**src/rtl/pxs_pkg.sv**
```systemverilog
package pxs_pkg;

    localparam logic [7:0] DIRECT_CODE = 8'h03;

    typedef struct packed {
        logic [7:0] red;
        logic [7:0] green;
        logic [7:0] blue;
    } rgb_t;

endpackage

```
**src/rtl/pxs_classify.sv**
```systemverilog
module pxs_classify
    import pxs_pkg::*;
(
    input  logic [31:0] ctrl_word,
    input  logic [31:0] direct_word,
    input  logic        index_only,
    output logic        use_direct,
    output rgb_t        direct_rgb
);

    logic [7:0] code;

    always_comb begin
        code       = ctrl_word[31:24];
        use_direct = !index_only && (code == DIRECT_CODE);
        direct_rgb.red   = direct_word[23:16];
        direct_rgb.green = direct_word[15:8];
        direct_rgb.blue  = direct_word[7:0];
    end

endmodule

```
**src/rtl/pxs_pos_track.sv**
```systemverilog
module pxs_pos_track #(
    parameter int STRIDE = 1024,
    parameter int MAX_W  = 1024,
    parameter int MAX_H  = 768,
    localparam int WX_W   = $clog2(MAX_W + 1),
    localparam int HY_W   = $clog2(MAX_H + 1),
    localparam int X_W    = $clog2(MAX_W),
    localparam int Y_W    = $clog2(MAX_H),
    localparam int ADDR_W = $clog2(STRIDE * MAX_H)
) (
    input  logic              clk,
    input  logic              rst_n,
    input  logic              step,
    input  logic [WX_W-1:0]   cfg_width,
    input  logic [HY_W-1:0]   cfg_height,
    output logic              cur_sol,
    output logic              cur_eof,
    output logic [ADDR_W-1:0] cur_addr
);

    typedef struct packed {
        logic [X_W-1:0]    col;
        logic [Y_W-1:0]    row;
        logic [ADDR_W-1:0] base;
    } pos_t;

    pos_t pos_d, pos_q;
    logic last_col, last_row;

    always_comb begin
        last_col = (WX_W'(pos_q.col) == cfg_width - WX_W'(1));
        last_row = (HY_W'(pos_q.row) == cfg_height - HY_W'(1));
        cur_sol  = (pos_q.col == '0);
        cur_eof  = last_col && last_row;
        cur_addr = pos_q.base + ADDR_W'(pos_q.col);

        pos_d = pos_q;
        if (step) begin
            if (last_col) begin
                pos_d.col = '0;
                if (last_row) begin
                    pos_d.row  = '0;
                    pos_d.base = '0;
                end else begin
                    pos_d.row  = pos_q.row + Y_W'(1);
                    pos_d.base = pos_q.base + ADDR_W'(STRIDE);
                end
            end else begin
                pos_d.col = pos_q.col + X_W'(1);
            end
        end
    end

    always_ff @(posedge clk or negedge rst_n) begin
        if (!rst_n) pos_q <= '0;
        else        pos_q <= pos_d;
    end

endmodule

```
**src/rtl/pxs_delay.sv**
```systemverilog
module pxs_delay #(
    parameter int WIDTH = 8,
    parameter int DEPTH = 2
) (
    input  logic             clk,
    input  logic             rst_n,
    input  logic             adv,
    input  logic [WIDTH-1:0] din,
    output logic [WIDTH-1:0] dout
);

    generate
        if (DEPTH == 0) begin : g_pass
            assign dout = din;
        end else begin : g_line
            logic [WIDTH-1:0] stage_d [DEPTH];
            logic [WIDTH-1:0] stage_q [DEPTH];

            always_comb begin
                for (int k = 0; k < DEPTH; k++) begin
                    stage_d[k] = stage_q[k];
                end
                if (adv) begin
                    stage_d[0] = din;
                    for (int k = 1; k < DEPTH; k++) begin
                        stage_d[k] = stage_q[k-1];
                    end
                end
            end

            always_ff @(posedge clk or negedge rst_n) begin
                if (!rst_n) begin
                    for (int k = 0; k < DEPTH; k++) stage_q[k] <= '0;
                end else begin
                    for (int k = 0; k < DEPTH; k++) stage_q[k] <= stage_d[k];
                end
            end

            assign dout = stage_q[DEPTH-1];
        end
    endgenerate

endmodule

```
**src/rtl/pix_colour_sel.sv**
```systemverilog
module pix_colour_sel
    import pxs_pkg::*;
#(
    parameter int PAL_LAT = 2,
    parameter int STRIDE  = 1024,
    parameter int MAX_W   = 1024,
    parameter int MAX_H   = 768,
    localparam int WX_W   = $clog2(MAX_W + 1),
    localparam int HY_W   = $clog2(MAX_H + 1),
    localparam int ADDR_W = $clog2(STRIDE * MAX_H)
) (
    input  logic              clk,
    input  logic              rst_n,
    input  logic [WX_W-1:0]   cfg_width,
    input  logic [HY_W-1:0]   cfg_height,
    input  logic              cfg_index_only,
    input  logic              in_valid,
    output logic              in_ready,
    input  logic [7:0]        in_index,
    input  logic [31:0]       in_direct,
    input  logic [31:0]       in_ctrl,
    output logic [7:0]        pal_rd_idx,
    output logic              pal_adv,
    input  logic [23:0]       pal_rd_rgb,
    output logic              out_valid,
    input  logic              out_ready,
    output logic [23:0]       out_rgb,
    output logic              out_sol,
    output logic              out_eof,
    output logic [ADDR_W-1:0] out_addr
);

    typedef struct packed {
        logic              valid;
        logic              use_direct;
        rgb_t              direct_rgb;
        logic              sol;
        logic              eof;
        logic [ADDR_W-1:0] addr;
    } side_t;

    typedef struct packed {
        logic              valid;
        rgb_t              rgb;
        logic              sol;
        logic              eof;
        logic [ADDR_W-1:0] addr;
    } outreg_t;

    localparam int SIDE_W = $bits(side_t);

    logic              adv;
    logic              accept;
    logic              use_direct;
    rgb_t              direct_rgb;
    logic              cur_sol, cur_eof;
    logic [ADDR_W-1:0] cur_addr;
    side_t             side_in, side_out;
    logic [SIDE_W-1:0] side_out_vec;
    outreg_t           out_d, out_q;

    assign adv    = !out_q.valid || out_ready;
    assign accept = in_valid && adv;

    pxs_classify u_classify (
        .ctrl_word   (in_ctrl),
        .direct_word (in_direct),
        .index_only  (cfg_index_only),
        .use_direct  (use_direct),
        .direct_rgb  (direct_rgb)
    );

    pxs_pos_track #(
        .STRIDE (STRIDE),
        .MAX_W  (MAX_W),
        .MAX_H  (MAX_H)
    ) u_pos (
        .clk        (clk),
        .rst_n      (rst_n),
        .step       (accept),
        .cfg_width  (cfg_width),
        .cfg_height (cfg_height),
        .cur_sol    (cur_sol),
        .cur_eof    (cur_eof),
        .cur_addr   (cur_addr)
    );

    always_comb begin
        side_in.valid      = in_valid;
        side_in.use_direct = use_direct;
        side_in.direct_rgb = direct_rgb;
        side_in.sol        = cur_sol;
        side_in.eof        = cur_eof;
        side_in.addr       = cur_addr;
    end

    pxs_delay #(
        .WIDTH (SIDE_W),
        .DEPTH (PAL_LAT)
    ) u_align (
        .clk   (clk),
        .rst_n (rst_n),
        .adv   (adv),
        .din   (side_in),
        .dout  (side_out_vec)
    );

    assign side_out = side_t'(side_out_vec);

    always_comb begin
        out_d = out_q;
        if (adv) begin
            out_d.valid = side_out.valid;
            out_d.rgb   = side_out.use_direct ? side_out.direct_rgb : rgb_t'(pal_rd_rgb);
            out_d.sol   = side_out.sol;
            out_d.eof   = side_out.eof;
            out_d.addr  = side_out.addr;
        end
    end

    always_ff @(posedge clk or negedge rst_n) begin
        if (!rst_n) out_q <= '0;
        else        out_q <= out_d;
    end

    assign in_ready   = adv;
    assign pal_adv    = adv;
    assign pal_rd_idx = in_index;
    assign out_valid  = out_q.valid;
    assign out_rgb    = out_q.rgb;
    assign out_sol    = out_q.sol;
    assign out_eof    = out_q.eof;
    assign out_addr   = out_q.addr;

endmodule

```
**config.mk**
```make
export PLATFORM = sky130hd
export DESIGN_NAME = pix_colour_sel
export DESIGN_NICKNAME = d
export VERILOG_FILES = /design/src/rtl/pxs_pkg.sv /design/src/rtl/pxs_classify.sv /design/src/rtl/pxs_pos_track.sv /design/src/rtl/pxs_delay.sv /design/src/rtl/pix_colour_sel.sv
export SDC_FILE = /design/constraint.sdc
export NUM_CORES = 1
export LEC_CHECK = 0
export ABC_AREA = 1
export CORE_MARGIN = 1
export CORE_UTILIZATION = 40
export DETAILED_ROUTE_END_ITERATION = 6
export GPL_TIMING_DRIVEN = 0
export PLACE_DENSITY = 0.67
export SLEW_MARGIN = 10
export SYNTH_ARGS = -nofsm -noshare
export SYNTH_HDL_FRONTEND = slang
export SYNTH_HIERARCHICAL = 1
export SYNTH_SLANG_ARGS = --single-unit
```
**constraint.sdc**
```tcl
create_clock -name clk -period 1.9 [get_ports clk]
set_input_delay 0.19 -clock clk [delete_from_list [all_inputs] [get_ports clk]]
set_output_delay 0.19 -clock clk [all_outputs]
set_load 0.02 [all_outputs]
```
==> results of run 1 <==
## sequential cells by signal, summed over array words and instances, names as in the netlist
name	flops
out_rgb	24
out_eof	1
u_align/g_line.stage_q	48
u_align/dout	48
out_addr	20
u_pos/pos_q	30
out_sol	1
out_valid	1
## final cells by class
cell class	count	area, sq um
fill	2278	11300
tap	319	399
inverter	125	482
timing repair buffer	159	1580
clock buffer	17	425
clock inverter	14	204
sequential	173	4340
multi-input combinational	872	4020
buffer	135	975
## power by group
group          internal [uW]  switching [uW]  leakage (uW)
logic                   1790            2060       0.00418
clock network           2220            1500      0.000297
registers               4480             485       0.00218
total                   8490            4040       0.00666
## metrics by stage
step | power [uW] | setup WS, ps | util (%) | hold WS [ps]
3_3_place_gp | 8690 | -6570 | 47.6 | 393
6_report | 12500 | 59.2 | 52.5 | 296
2_1_floorplan | 7480 | 33.3 | - | -106
5_1_grt | 13300 | -73.3 | 52.5 | 352
3_5_place_dp | 8770 | -512 | 47.7 | 172
4_1_cts | 12600 | 10.6 | 51.7 | 311
## layout by cell type, fill, tap and decap left out, types with 8 or more instances in the layout
cell and instances:
nand2_1 613, dfrtp_1 167, buf_4 113, inv_1 109, clkdlybuf4s50_1 106, nand3_1 60
nor2_1 53, xor2_1 29, dlygate4sd3_1 25, buf_2 17, clkbuf_16 17, nand2_2 15
o21ai_2 15, nor2_2 14, inv_2 12, buf_6 11, clkbuf_1 11, o21ai_0 10
nand4_1 9, nor2_4 8
## worst min-delay path by stage
stage | slack [ps] | cells past startpoint | end | startpoint
after detailed placement | 170 | 1 | out_rgb[19]$_DFFE_PN0P_ | rst_n
after global routing | 350 | 2 | out_rgb[19]$_DFFE_PN0P_ | rst_n
after floorplan | -110 | 0 | out_addr[0]$_DFFE_PN0P_ | rst_n
after CTS | 310 | 2 | out_rgb[19]$_DFFE_PN0P_ | rst_n
final | 300 | 2 | out_rgb[18]$_DFFE_PN0P_ | rst_n
after global placement | 390 | 3 | u_align/g_line.stage_q[86]$_DFFE_PN0P_ | in_direct[16]
## layer usage
metal	vias up	global-route usage [%]	wire length, um
met2	170	30.5	10100
met1	3678	23.2	10000
li1	4202	-	-
met4	0	4.81	210
met3	17	3.39	925
met5	-	0	0
## critical path, cell delays in order, from the launching register on
cell	delay, ps
dfrtp_1	410
nand2_2	130
clkinv_4	140
nor2_4	180
inv_4	50
nor2_1	100
nand2_1	80
nor2_1	100
nand2_1	90
nor2_2	120
nand2_1	80
xor2_1	150
nor2_1	130
## cell families (layout without fill, tap and decap cells)
family / count (synthesis) / after routing / synth area share, %
compound gates: 32 / 32 / 2.37
xor+xnor: 37 / 37 / 3.33
fa+ha+maj: 7 / 7 / 0.900
buf+inv: 263 / 450 / 15.1
flops: 173 / 173 / 44.5
other cells: 1 / 1 / 0.0385
simple gates: 794 / 795 / 33.8
## timing repair
item | in CTS | in global routing
gates resized for setup | 12 | 39
hold buffers | 25 | 0
setup endpoints to repair | 26 | 30
pin swaps | 4 | 20
gates cloned | 0 | 1
setup buffers | 5 | 14
endpoints found under the hold margin | 85 | 0
==> results.json, run 1 <==
{
  "rr_endpoint": "u_pos/pos_q[39]$_DFFE_PN0P_",
  "start_util_pct": 41.1,
  "ys_async_sr_fraction_pct": 100,
  "min_path_type": "primary input to asynchronous set/reset pin",
  "worstPathRequired_ps": 2250,
  "arrival_ps": 2190,
  "fin_nets": 1612,
  "cts.sinks": 173,
  "clkTransAtPathRegs_ps": 70,
  "finalCritPeriodShare_pct": 96.9,
  "drive_gt1_share_pct": 17.9,
  "reg2reg_from": "out_valid$_DFFE_PN0P_",
  "ys.flop_type": "dfrtp_1",
  "io_buffers": 114,
  "coreArea_sq_mm": 0.0237,
  "grt_pass1_vias": 7720,
  "wl_um": 21300,
  "syn_to_final_growth_pct": 27.7,
  "place_inst": 1741,
  "yosysSeqAreaShare_pct": 44.5,
  "clock_latency_ps": 430,
  "setup.worst_path.end_class": "register",
  "rows": 56,
  "finalSetupViolCount": 0,
  "ff2ff_path_depth": 12,
  "netlist.area_leader.share_pct": 44.5,
  "design_area_sq_mm": 0.0124,
  "drc_errors": 0,
  "crit_type": "register to register",
  "wl_per_cell_um": 11.7,
  "max_freq_ghz": 0.543,
  "ir_drop_v": 0.000606,
  "placed_area_sq_mm": 0.0113,
  "clockRootBuffer": "clkbuf_16",
  "syn_area_sq_mm": 0.00973,
  "yosysWarnings": 6,
  "postRouteAntennaNets": 0,
  "die_w_um": 158,
  "vias": 8067,
  "synth_commonest_cells": "nand2_1 (617), dfrtp_1 (173), inv_1 (115)",
  "synth_fp_nets": 1436,
  "final.setup.tns_ps": 0,
  "power_density_mw_per_mm2": 1010,
  "drt_first_pass_iters": 5,
  "hold_violations": 0,
  "startpoint": "out_valid$_DFFE_PN0P_",
  "skew_ps": 8.99,
  "grt-ovfl-total": 0,
  "h-tree-depth": 4,
  "synth.area.top_cells": "dfrtp_1 (44%), nand2_1 (24%), buf_4 (7.3%)",
  "die-area_sq_mm": 0.0250,
  "synth.avg_cell_area_sq_um": 7.44,
  "antenna_found_initial": 0,
  "synth_edf_count": 0,
  "cts-buffers-inserted": 17,
  "slew_headroom_pct": 63.4,
  "grt_use_total_pct": 17.9,
  "status": "completed",
  "drtIter0Drc": 463,
  "crit_path_end": "u_pos/pos_q[39]$_DFFE_PN0P_",
  "clockBufferDepth": 2,
  "n_antenna_cell": 0,
  "dp_hpwl_um": 15300,
  "syn_inst": 1307,
  "place.gp.congestion": 0.844,
  "leakagePower_uw": 0.00666,
  "io_pins": 179,
  "rsz0062_at_grt": "yes",
  "synth_top_area_cell": "dfrtp_1",
  "ys_ff_latch": 173,
  "yosysUniqueCellTypes": 40,
  "fin_cells": 1814,
  "start_kind": "register",
  "tritoncts": "done",
  "worstMarginPinSlew_ps": 549,
  "grt_pass1_wl_um": 35700,
  "dieHeight_um": 158,
  "grt_max_degree": 113,
  "via_per_inst": 4.45,
  "yosysMostFrequentCell": "nand2_1",
  "max_cap_viol_count": 0,
  "rrSetupSlack_ps": 60,
  "period_minus_slack_ps": 1840,
  "cp_max_fo": 15,
  "maxSlewViolCount": 0
}
(Power assumes the default switching activity.)
==> run 2: changes to the inputs <==
--- a/config.mk
+++ b/config.mk
@@ -10,7 +10,7 @@
 export CORE_UTILIZATION = 40
 export DETAILED_ROUTE_END_ITERATION = 6
 export GPL_TIMING_DRIVEN = 0
-export PLACE_DENSITY = 0.67
+export PLACE_DENSITY = 0.65
 export SLEW_MARGIN = 10
 export SYNTH_ARGS = -nofsm -noshare
 export SYNTH_HDL_FRONTEND = slang
==> constraint.sdc (replaced) <==
create_clock -name clk -period 2.2 [get_ports clk]
set_input_delay 0.22 -clock clk [delete_from_list [all_inputs] [get_ports clk]]
set_output_delay 0.22 -clock clk [all_outputs]
set_load 0.02 [all_outputs]
==> run 2 against run 1 <==
Against the previous run: sequential power fell by 14%; count of clock-buffer cells in the layout rose by 2; setup slack improved by 100 ps; sequential share of layout area rose by 0.79 points; via count fell by 1.3%; critical endpoint is now u_pos/pos_q[36]$_DFFE_PN0P_; critical path depth fell by 1; total power fell by 16%; die area did not move; global-route usage fell by 0.20 points; cell area fell by 2.4%; first-iteration DRC count rose by 11%; clock power fell by 20%.
==> results.json, run 2 (same netlist as run 1, synthesis figures left out) <==
{
  "vias": 7965,
  "multi_input_area_sq_mm": 0.00395,
  "setup.worst_path.end_class": "register",
  "path_cells": "nand2_2 > inv_2 > buf_6 > buf_12 > nor2_4 > buf_2 > nand2_1 > nor3_1 > nand2_1 > xor2_1 > nor2_1",
  "p_total_uw": 10500,
  "wl_um": 20800,
  "ir_drop_v": 0.000459,
  "cts.sinks": 173,
  "design_area_sq_mm": 0.0121,
  "antenna_found_initial": 1,
  "final-seq-area_sq_mm": 0.00433,
  "placed_area_sq_mm": 0.0113,
  "cp_slowest_cell": "dfrtp_1",
  "dieHeight_um": 158,
  "crit_type": "register to register",
  "cp_max_fo": 10,
  "drive_gt1_share_pct": 15.1,
  "clockRootBuffer": "clkbuf_16",
  "wl_per_cell_um": 11.6,
  "grt-ovfl-total": 0,
  "syn_to_final_growth_pct": 24.7,
  "min_path_type": "primary input to register",
  "rows": 56,
  "hold_violations": 0,
  "drt_first_pass_iters": 5,
  "clkTransAtPathRegs_ps": 70,
  "n_antenna_cell": 0,
  "leakagePower_uw": 0.00649,
  "clock_latency_ps": 420,
  "coreArea_sq_mm": 0.0237,
  "cts-buffers-inserted": 17,
  "die-area_sq_mm": 0.0250,
  "grt_use_total_pct": 17.7,
  "min-delay-start": "in_direct[14]",
  "h-tree-depth": 4,
  "tritoncts": "done",
  "grt_pass1_wl_um": 35500,
  "layout_commonest_cell": "nand2_1",
  "maxSlewViolCount": 0,
  "max_cap_viol_count": 0,
  "io_pins": 179,
  "reg2reg_from": "out_valid$_DFFE_PN0P_",
  "drc_errors": 0,
  "finalSetupViolCount": 0,
  "arrival_ps": 2390,
  "postRouteAntennaNets": 0,
  "crit_top_cell": "nand2_1",
  "fin_nets": 1593,
  "status": "completed",
  "cp_slowest_stage_delay_ps": 410,
  "place.gp.congestion": 0.857,
  "drtIter0Drc": 512,
  "startpoint": "out_valid$_DFFE_PN0P_",
  "rsz0062_at_grt": "no",
  "io_buffers": 114,
  "die_w_um": 158,
  "via_per_inst": 4.43,
  "finalCritPeriodShare_pct": 92.7,
  "worstMarginPinSlew_ps": 622,
  "start_kind": "register",
  "start_util_pct": 41.1,
  "power_density_mw_per_mm2": 866,
  "grt_pass1_vias": 7546,
  "worstPathRequired_ps": 2550,
  "most-common-layout-cells": "nand2_1 (617), dfrtp_1 (173), inv_1 (114)",
  "period_minus_slack_ps": 2040,
  "grt_max_degree": 94,
  "clockBufferDepth": 2,
  "fillers": 2367,
  "skew_ps": 8.64,
  "slew_headroom_pct": 58.6,
  "max_freq_ghz": 0.491,
  "dp_hpwl_um": 15500
}
run 2: cell types whose count changed in the layout (fill, tap and decap cells not counted), sizes merged:
cell / before / now
buf: 144 / 128
clkdlybuf4s50: 106 / 111
dlymetal6s2s: 5 / 1
dlygate4sd3: 25 / 22
bufinv: 4 / 2
clkbuf: 31 / 32
dlygate4sd2: 0 / 1
inv: 129 / 130
nor2: 76 / 75
run 2: worst paths after layout:
check,slack (ps),endpoint,cells after the start
max,160,u_pos/pos_q[36]$_DFFE_PN0P_,11
min,20,u_align/g_line.stage_q[84]$_DFFE_PN0P_,3
max reg2reg,160,u_pos/pos_q[36]$_DFFE_PN0P_,11
min reg2reg,470,u_align/dout[32]$_DFFE_PN0P_,2
max in group asynchronous,920,u_align/dout[9]$_DFFE_PN0P_,3
min in group asynchronous,380,out_rgb[19]$_DFFE_PN0P_,2
run 2: worst max-delay path: cells and delay by family (launching register included):
kind / cells / cell delay [ps]
and+or+nand+nor: 6 / 810
buffers and inverters: 4 / 590
DFF: 1 / 410
xor gates and xnor gates: 1 / 150
run 2: metal layers:
metal / vias up / part of all wire, % / global-route usage [%]
met3: 21 / 4.3 / 2.76
met1: 3625 / 47 / 23.1
met4: 2 / 1.1 / 4.67
met5: - / 0.063 / 0
met2: 156 / 48 / 30.4
li1: 4161 / - / -
run 2: timing repair:
item                                    in CTS  in global routing
hold buffers                                22                  0
setup buffers                                0                  1
endpoints found under the setup margin       4                  7
pin swaps                                    0                  2
endpoints found under the hold margin      101                  0
resized for setup                            3                  5
run 2: layout make-up:
type,count,area share [%]
clock inverters,13,1.28
plain buffers,138,8.20
well taps,319,3.29
multi-input cells,871,32.5
repair buffers,138,11.6
flip-flops and latches,173,35.7
clock buffers,19,3.57
inverters,125,3.89
run 2: where the power goes:
part	switching, uW	leakage (uW)	internal (uW)
clock	1280	0.000278	1700
combinational	1750	0.00403	1520
sequential	394	0.00219	3860
total	3420	0.00649	7080
run 2: through the flow:
step                std cells  util (%)  setup WS [ps]   TNS, ps  hold slack (ps)
finish                   1796      51.2            162         0             20.7
global route             1796      51.2           5.19         0             19.1
CTS                      1795      51.2           27.6         0             8.66
detailed placement       1741      47.7           -419     -7690              258
global placement         1740      47.6          -6370  -1106300              423
floorplan                1307         -            207         0            -75.6
